## src/rtl/host_reg_port.sv

```systemverilog
module host_reg_port #(
  parameter int AW = 8,
  parameter int DW = 16
) (
  input  logic          clk,
  input  logic          rst_n,
  input  logic          strb_pol,
  input  logic          size_pol,
  input  logic          host_strb,
  input  logic          host_size,
  input  logic          host_rd,
  input  logic [AW-1:0] host_addr,
  input  logic [DW-1:0] host_wdata,
  output logic [DW-1:0] host_rdata,
  output logic          reg_we,
  output logic          reg_re,
  output logic [AW-1:0] reg_addr,
  output logic [DW-1:0] reg_wdata,
  input  logic [DW-1:0] reg_rdata
);

  logic          strb_act, size32, fire, second, rd_now;
  logic [2:0]    sync_q;
  logic          beat_q, dir_q;
  logic [AW-1:0] base_q, addr_now;

  assign strb_act = strb_pol ? host_strb : ~host_strb;
  assign size32   = size_pol ? host_size : ~host_size;
  assign fire     = sync_q[1] & ~sync_q[2];
  assign second   = size32 & beat_q;
  assign rd_now   = second ? dir_q : host_rd;
  assign addr_now = second ? base_q + AW'(1) : host_addr;

  always_ff @(posedge clk or negedge rst_n) begin
    if (!rst_n) begin
      sync_q     <= '0;
      beat_q     <= 1'b0;
      dir_q      <= 1'b0;
      base_q     <= '0;
      reg_we     <= 1'b0;
      reg_re     <= 1'b0;
      reg_addr   <= '0;
      reg_wdata  <= '0;
      host_rdata <= '0;
    end else begin
      sync_q <= {sync_q[1:0], strb_act};
      reg_we <= fire & ~rd_now;
      reg_re <= fire & rd_now;
      if (fire) begin
        reg_addr  <= addr_now;
        reg_wdata <= host_wdata;
      end
      if (!size32) begin
        beat_q <= 1'b0;
      end else if (fire) begin
        beat_q <= ~beat_q;
        if (!beat_q) begin
          base_q <= host_addr;
          dir_q  <= host_rd;
        end
      end
      if (reg_re) host_rdata <= reg_rdata;
    end
  end

endmodule

```

## config.mk

```make
export PLATFORM = sky130hd
export DESIGN_NAME = host_reg_port
export DESIGN_NICKNAME = d
export VERILOG_FILES = /design/src/rtl/host_reg_port.sv
export SDC_FILE = /design/constraint.sdc
export NUM_CORES = 1
export LEC_CHECK = 0
export BUFFER_PORTS_ARGS = -buffer_cell sky130_fd_sc_hd__buf_2
export CORE_MARGIN = 2
export CORE_UTILIZATION = 48
export DETAILED_ROUTE_END_ITERATION = 6
export PLACE_DENSITY_LB_ADDON = 0.1
export SETUP_SLACK_MARGIN = 0.5
export SYNTH_ARGS = -nofsm -noshare
export SYNTH_HDL_FRONTEND = slang
export SYNTH_SLANG_ARGS = --single-unit
```

## constraint.sdc

```tcl
create_clock -name clk -period 1.65 [get_ports clk]
set_input_delay 0.2475 -clock clk [delete_from_list [all_inputs] [get_ports clk]]
set_output_delay 0.2475 -clock clk [all_outputs]
set_load 0.02 [all_outputs]
```

=== Yosys cells after proc, flatten, opt, wreduce, memory -nomap -nowiden ===
Cells that the tools add are included.

* Register bits: 55
* Output and inout bits: 42
* Word-level logic and storage cells: 27

* Add/sub/neg operators: 1
* Bitwise operators: 9
* Mux-type cells: 6
* Equality and inequality tests: 1
* Reduce and logical (&&, ||, !) cells: 1

{| class="wikitable"
|+ Operator list
! cell !! number
|-
| $add A8 B1 Y8 const B || 1
|-
| $mux W8 || 1
|-
| $mux W1 || 5
|-
| $not A1 Y1 || 5
|-
| $and A1 B1 Y1 || 4
|-
| $reduce_and A3 Y1 || 1
|-
| $ne A2 B1 Y1 const B || 1
|}

=== Longest topological paths before layout ===
* Depth in word-level cells: 6
* Depth in mapped cells: 5

=== Worst setup path before layout ===
No wires, ideal clock.

* Path type: register to register
* Start point: register sync_q[1]
* End point: register base_q[0]
* Setup time: 125 ps
* Clock period less this slack: 1,352 ps
* Arrival time: 1,227 ps
* Buffers on the path: 1
* Slack: 298 ps
* Cell stages (with the launch flop): 6
* Path through: dfrtp_1 -> nor2b_1 -> buf_4 -> nand2_1 -> nor2_4 -> mux2_2

* Word-level cells in the longest chain between the ends: 2

{| class="wikitable"
|+ Ends and longest elaborated chain
! item !! line !! source
|-
| start, declared || 23 || <nowiki>logic [2:0] sync_q;</nowiki>
|-
| start signal, assigned || 46 || <nowiki>sync_q <= {sync_q[1:0], strb_act};</nowiki>
|-
| $and A1 B1 Y1 || 29 || <nowiki>assign fire = sync_q[1] & ~sync_q[2];</nowiki>
|-
| $reduce_and A3 Y1 (no line) || n/a ||
|-
| end signal, assigned || 58 || <nowiki>base_q <= host_addr;</nowiki>
|-
| end, declared || 25 || <nowiki>logic [AW-1:0] base_q, addr_now;</nowiki>
|}

No other way between the ends.
A chain may end at the register's enable or synchronous reset.

=== Worst setup path after layout ===
* Start point: register sync_q[2]
* End point: register dir_q

* Word-level cells in the longest chain between the ends: 3

{| class="wikitable"
|+ Ends and longest elaborated chain
! item !! line !! source
|-
| $not A1 Y1 || 29 ||
|-
| $and A1 B1 Y1 || 29 ||
|-
| $reduce_and A3 Y1 (no line) || n/a ||
|-
| end signal, assigned || 59 || <nowiki>dir_q <= host_rd;</nowiki>
|-
| end, declared || 24 || <nowiki>logic beat_q, dir_q;</nowiki>
|}

No other way between the ends.

==> metrics.txt <==
# TYPE chip_impl_metric gauge
chip_impl_metric{name="dr.pass1.iters",unit=""} 4
chip_impl_metric{name="vias_per_cell",unit=""} 5.052
chip_impl_metric{name="wire_per_inst",unit="um"} 13.65
chip_impl_info{name="worst_setup_path_start_kind",value="flop"} 1
chip_impl_info{name="timing_worst_setup_path_type",value="flop to flop"} 1
chip_impl_info{name="cts_tree",value="done"} 1
chip_impl_metric{name="ys.warnings.count",unit=""} 0
chip_impl_metric{name="maxCapViolations",unit=""} 0
chip_impl_metric{name="cts_buffer_count",unit=""} 5
chip_impl_metric{name="clk_pin_slew",unit="ns"} 0.09
chip_impl_metric{name="first_global_vias",unit=""} 1666
chip_impl_metric{name="max-clock-path-buffers",unit=""} 2
chip_impl_metric{name="setup_viol_count_final",unit=""} 0
chip_impl_metric{name="wire_length_of_the_first_global_routing_pass",unit="mm"} 7.590
chip_impl_metric{name="yosys.cell_types.count",unit=""} 26
chip_impl_info{name="clk_root_buffer_cell",value="sky130_fd_sc_hd__clkbuf_8"} 1
chip_impl_metric{name="fraction_of_final_layout_cells_sized_beyond_drive_strength_1",unit=""} 0.5051
chip_impl_metric{name="hold_ws",unit="ns"} 0.1191
chip_impl_metric{name="final_nets",unit=""} 344
chip_impl_metric{name="cp_data_required_time",unit="ns"} 1.84
chip_impl_metric{name="fin_ws",unit="ns"} 0.2903
chip_impl_metric{name="drt_iter0_drc",unit=""} 114
chip_impl_metric{name="ios",unit=""} 89
chip_impl_metric{name="power.static_leakage",unit="nW"} 1.512
chip_impl_metric{name="worst-path-max-fanout",unit=""} 5
chip_impl_metric{name="drc_violations_left",unit=""} 0
chip_impl_metric{name="power_per_cell_area",unit="nW/um^2"} 1425
chip_impl_info{name="critical_path.endpoint_type",value="flop"} 1
chip_impl_metric{name="drt_wl_total",unit="mm"} 4.765
chip_impl_metric{name="seq_area_frac_synth",unit=""} 0.6132
chip_impl_metric{name="worst_ep_arrival_time",unit="ns"} 1.55
chip_impl_metric{name="syn-instance-count",unit=""} 195
chip_impl_metric{name="timing_max_transition_violations_final",unit=""} 0
chip_impl_metric{name="clkLatencyLatePin",unit="ns"} 0.30
chip_impl_info{name="worst_hold_path_type",value="input port to flop"} 1
chip_impl_metric{name="final.setup_skew",unit="ns"} 0.005753
chip_impl_metric{name="post_synth.cell_area_avg",unit="sq um"} 11.51
chip_impl_metric{name="die_area",unit="sq um"} 5240
chip_impl_metric{name="flow.area_growth_from_synthesis",unit="%"} 34.06
chip_impl_metric{name="peakVddDrop",unit="mV"} 0.7253
chip_impl_metric{name="area_of_the_core_region",unit="sq um"} 4444
chip_impl_metric{name="effective_utilization_at_floorplan",unit=""} 0.5051
chip_impl_metric{name="place_congestion",unit=""} 0.8254
chip_impl_metric{name="relSlewSlack",unit=""} 0.7548
chip_impl_metric{name="buffer_ports.inserted",unit=""} 88
chip_impl_metric{name="grt_start_max_net_pins",unit=""} 27
chip_impl_metric{name="grt_use_total",unit=""} 0.1879
chip_impl_metric{name="postSynthNetCount",unit=""} 243
chip_impl_metric{name="post_synth_instance_area",unit="sq um"} 2245
chip_impl_info{name="outcome",value="completed"} 1
chip_impl_metric{name="yosys_register_bits",unit=""} 55
chip_impl_metric{name="final_hold_viol_count",unit=""} 0
chip_impl_metric{name="vias",unit=""} 1763
chip_impl_metric{name="n_antenna_cell",unit=""} 0
chip_impl_metric{name="place.detailed.hpwl",unit="mm"} 3.305
chip_impl_metric{name="dieWidth",unit="um"} 72.39
chip_impl_info{name="grt_setup_unrepaired",value="yes"} 1
chip_impl_metric{name="placement.setup.worst_slack",unit="ns"} 0.1178
chip_impl_metric{name="placementRows",unit=""} 24
chip_impl_metric{name="fmax",unit="MHz"} 735.5
chip_impl_metric{name="cts_htree_levels",unit=""} 2
chip_impl_metric{name="period_share",unit=""} 0.8241
chip_impl_metric{name="drtAntennaViolNets",unit=""} 0
chip_impl_metric{name="clock_sink_count",unit=""} 55
chip_impl_metric{name="layout_min_cycle_time",unit="ns"} 1.360
chip_impl_metric{name="floorplan.die.height",unit="um"} 72.39
chip_impl_metric{name="worst_slew_pin_slew",unit="ns"} 0.3660
chip_impl_metric{name="n_fill_cell",unit=""} 362
chip_impl_metric{name="timing.setup.tns",unit="ns"} 0
chip_impl_metric{name="grt_antenna_before_repair",unit=""} 0
chip_impl_metric{name="grt_overflow",unit=""} 0
-- metrics by stage --
step                      utilization  instances  power (mW)  cell area (sq um)
after global routing           0.6771        349       4.555               3009
after CTS                      0.6588        347       4.176               2928
final                          0.6771        349       4.289               3009
after floorplan                     -        195       2.875               2260
after detailed placement       0.6191        330       3.371               2751
after global placement         0.6191        330       3.328               2751
-- power by group --
part | total, mW | switching [mW] | internal [mW]
Combinational | 1.63 | 0.886 | 0.746
Clock | 0.696 | 0.397 | 0.299
Sequential | 1.96 | 0.235 | 1.73
Total | 4.29 | 1.52 | 2.77
-- state kept, by name, summed over array words and instances, names as in the netlist --
register	cells
reg_addr	8
reg_re	1
sync_q	3
base_q	8
reg_wdata	16
dir_q	1
host_rdata	16
beat_q	1
reg_we	1
-- placed cells by master (no fill, tap or decap), types with 3 or more instances in the layout --
cell / count
sky130_fd_sc_hd__mux2_4: 3
sky130_fd_sc_hd__mux2_2: 22
sky130_fd_sc_hd__nand3_1: 3
sky130_fd_sc_hd__dfrtp_1: 53
sky130_fd_sc_hd__xnor2_1: 4
sky130_fd_sc_hd__nand2_1: 59
sky130_fd_sc_hd__o21ai_0: 6
sky130_fd_sc_hd__buf_2: 86
sky130_fd_sc_hd__nor2_1: 5
sky130_fd_sc_hd__clkbuf_8: 5
sky130_fd_sc_hd__buf_6: 6
sky130_fd_sc_hd__buf_4: 8
-- logic make-up after synthesis --
family	synth area share
simple gates	0.1533
flops	0.6132
mux	0.1299
compound gates	0.04905
buf+inv	0.02230
xor+xnor	0.02676
fa+ha+maj	0.005573
-- path summary, 6_finish.rpt --
| kind | slack, ns | from | end | cells after the start |
|---|---|---|---|---|
| min in group asynchronous | 0.39 | rst_n | host_rdata[13] | 2 |
| min | 0.12 | host_strb | sync_q[0] | 2 |
| min reg2reg | 0.35 | sync_q[0] | sync_q[1] | 0 |
| max | 0.29 | sync_q[2] | dir_q | 4 |
| max reg2reg | 0.29 | sync_q[2] | dir_q | 4 |
| max in group asynchronous | 0.66 | rst_n | reg_wdata[9] | 3 |
-- critical path: stages, from the launching register on --
cell and delay [ns]:
sky130_fd_sc_hd__dfrtp_1 0.41, sky130_fd_sc_hd__nor2b_4 0.16, sky130_fd_sc_hd__nand2_4 0.09, sky130_fd_sc_hd__nor2_4 0.23, sky130_fd_sc_hd__mux2_2 0.36
-- timing repair --
item,in CTS,in global routing
cloned,1,0
pin swaps,2,5
hold endpoints to repair,14,0
buffers inserted,7,2
gates resized for setup,10,18
hold buffers,1,0
endpoints found under the setup margin,34,49
-- cell type report --
type	count	area, sq um	share of cell area
Timing Repair Buffer	102	588.1	0.1954
Clock inverter	1	5.005	0.001663
Clock buffer	7	76.32	0.02536
Multi-Input combinational cell	132	893.4	0.2969
Sequential cell	55	1381	0.4590
Tap cell	52	65.06	0.02162
-- synthesized netlist by cell type --
cell                        n  area (sq um)
sky130_fd_sc_hd__nor3_1     2         10.01
sky130_fd_sc_hd__nor2_1     5         18.77
sky130_fd_sc_hd__xnor2_2    1         16.27
sky130_fd_sc_hd__nand3_2    1         10.01
sky130_fd_sc_hd__nor2b_1    1         6.260
sky130_fd_sc_hd__nor3_2     1         10.01
sky130_fd_sc_hd__nand2b_1   2         12.51
sky130_fd_sc_hd__o21ai_0    9         45.04
sky130_fd_sc_hd__mux2_2    25         281.5
sky130_fd_sc_hd__a31oi_1    2         12.51
sky130_fd_sc_hd__nand3_1    4         20.02
sky130_fd_sc_hd__clkbuf_1   3         11.26
sky130_fd_sc_hd__o22ai_1    2         12.51
sky130_fd_sc_hd__mux2i_1    1         10.01
sky130_fd_sc_hd__buf_2      4         20.02
sky130_fd_sc_hd__o311ai_2   1         16.27
sky130_fd_sc_hd__dfrtp_1   55          1376
sky130_fd_sc_hd__buf_4      1         7.510
sky130_fd_sc_hd__nor2_4     1         11.26
sky130_fd_sc_hd__and2_1     2         12.51
sky130_fd_sc_hd__ha_1       1         12.51
sky130_fd_sc_hd__xnor2_1    5         43.79
sky130_fd_sc_hd__buf_6      1         11.26
sky130_fd_sc_hd__nand2_1   62         232.7
sky130_fd_sc_hd__o21a_1     2         15.01
sky130_fd_sc_hd__o311ai_0   1         8.760
-- metal layers --
layer / routed length, um / part of all wire / GRT usage
met1: 2071 / 0.43 / 0.2426
met2: 2223 / 0.47 / 0.2987
met3: 378 / 0.079 / 0.05417
met4: 91 / 0.019 / 0.07819
met5: 0 / 0 / 0
(Power assumes the default switching activity.)
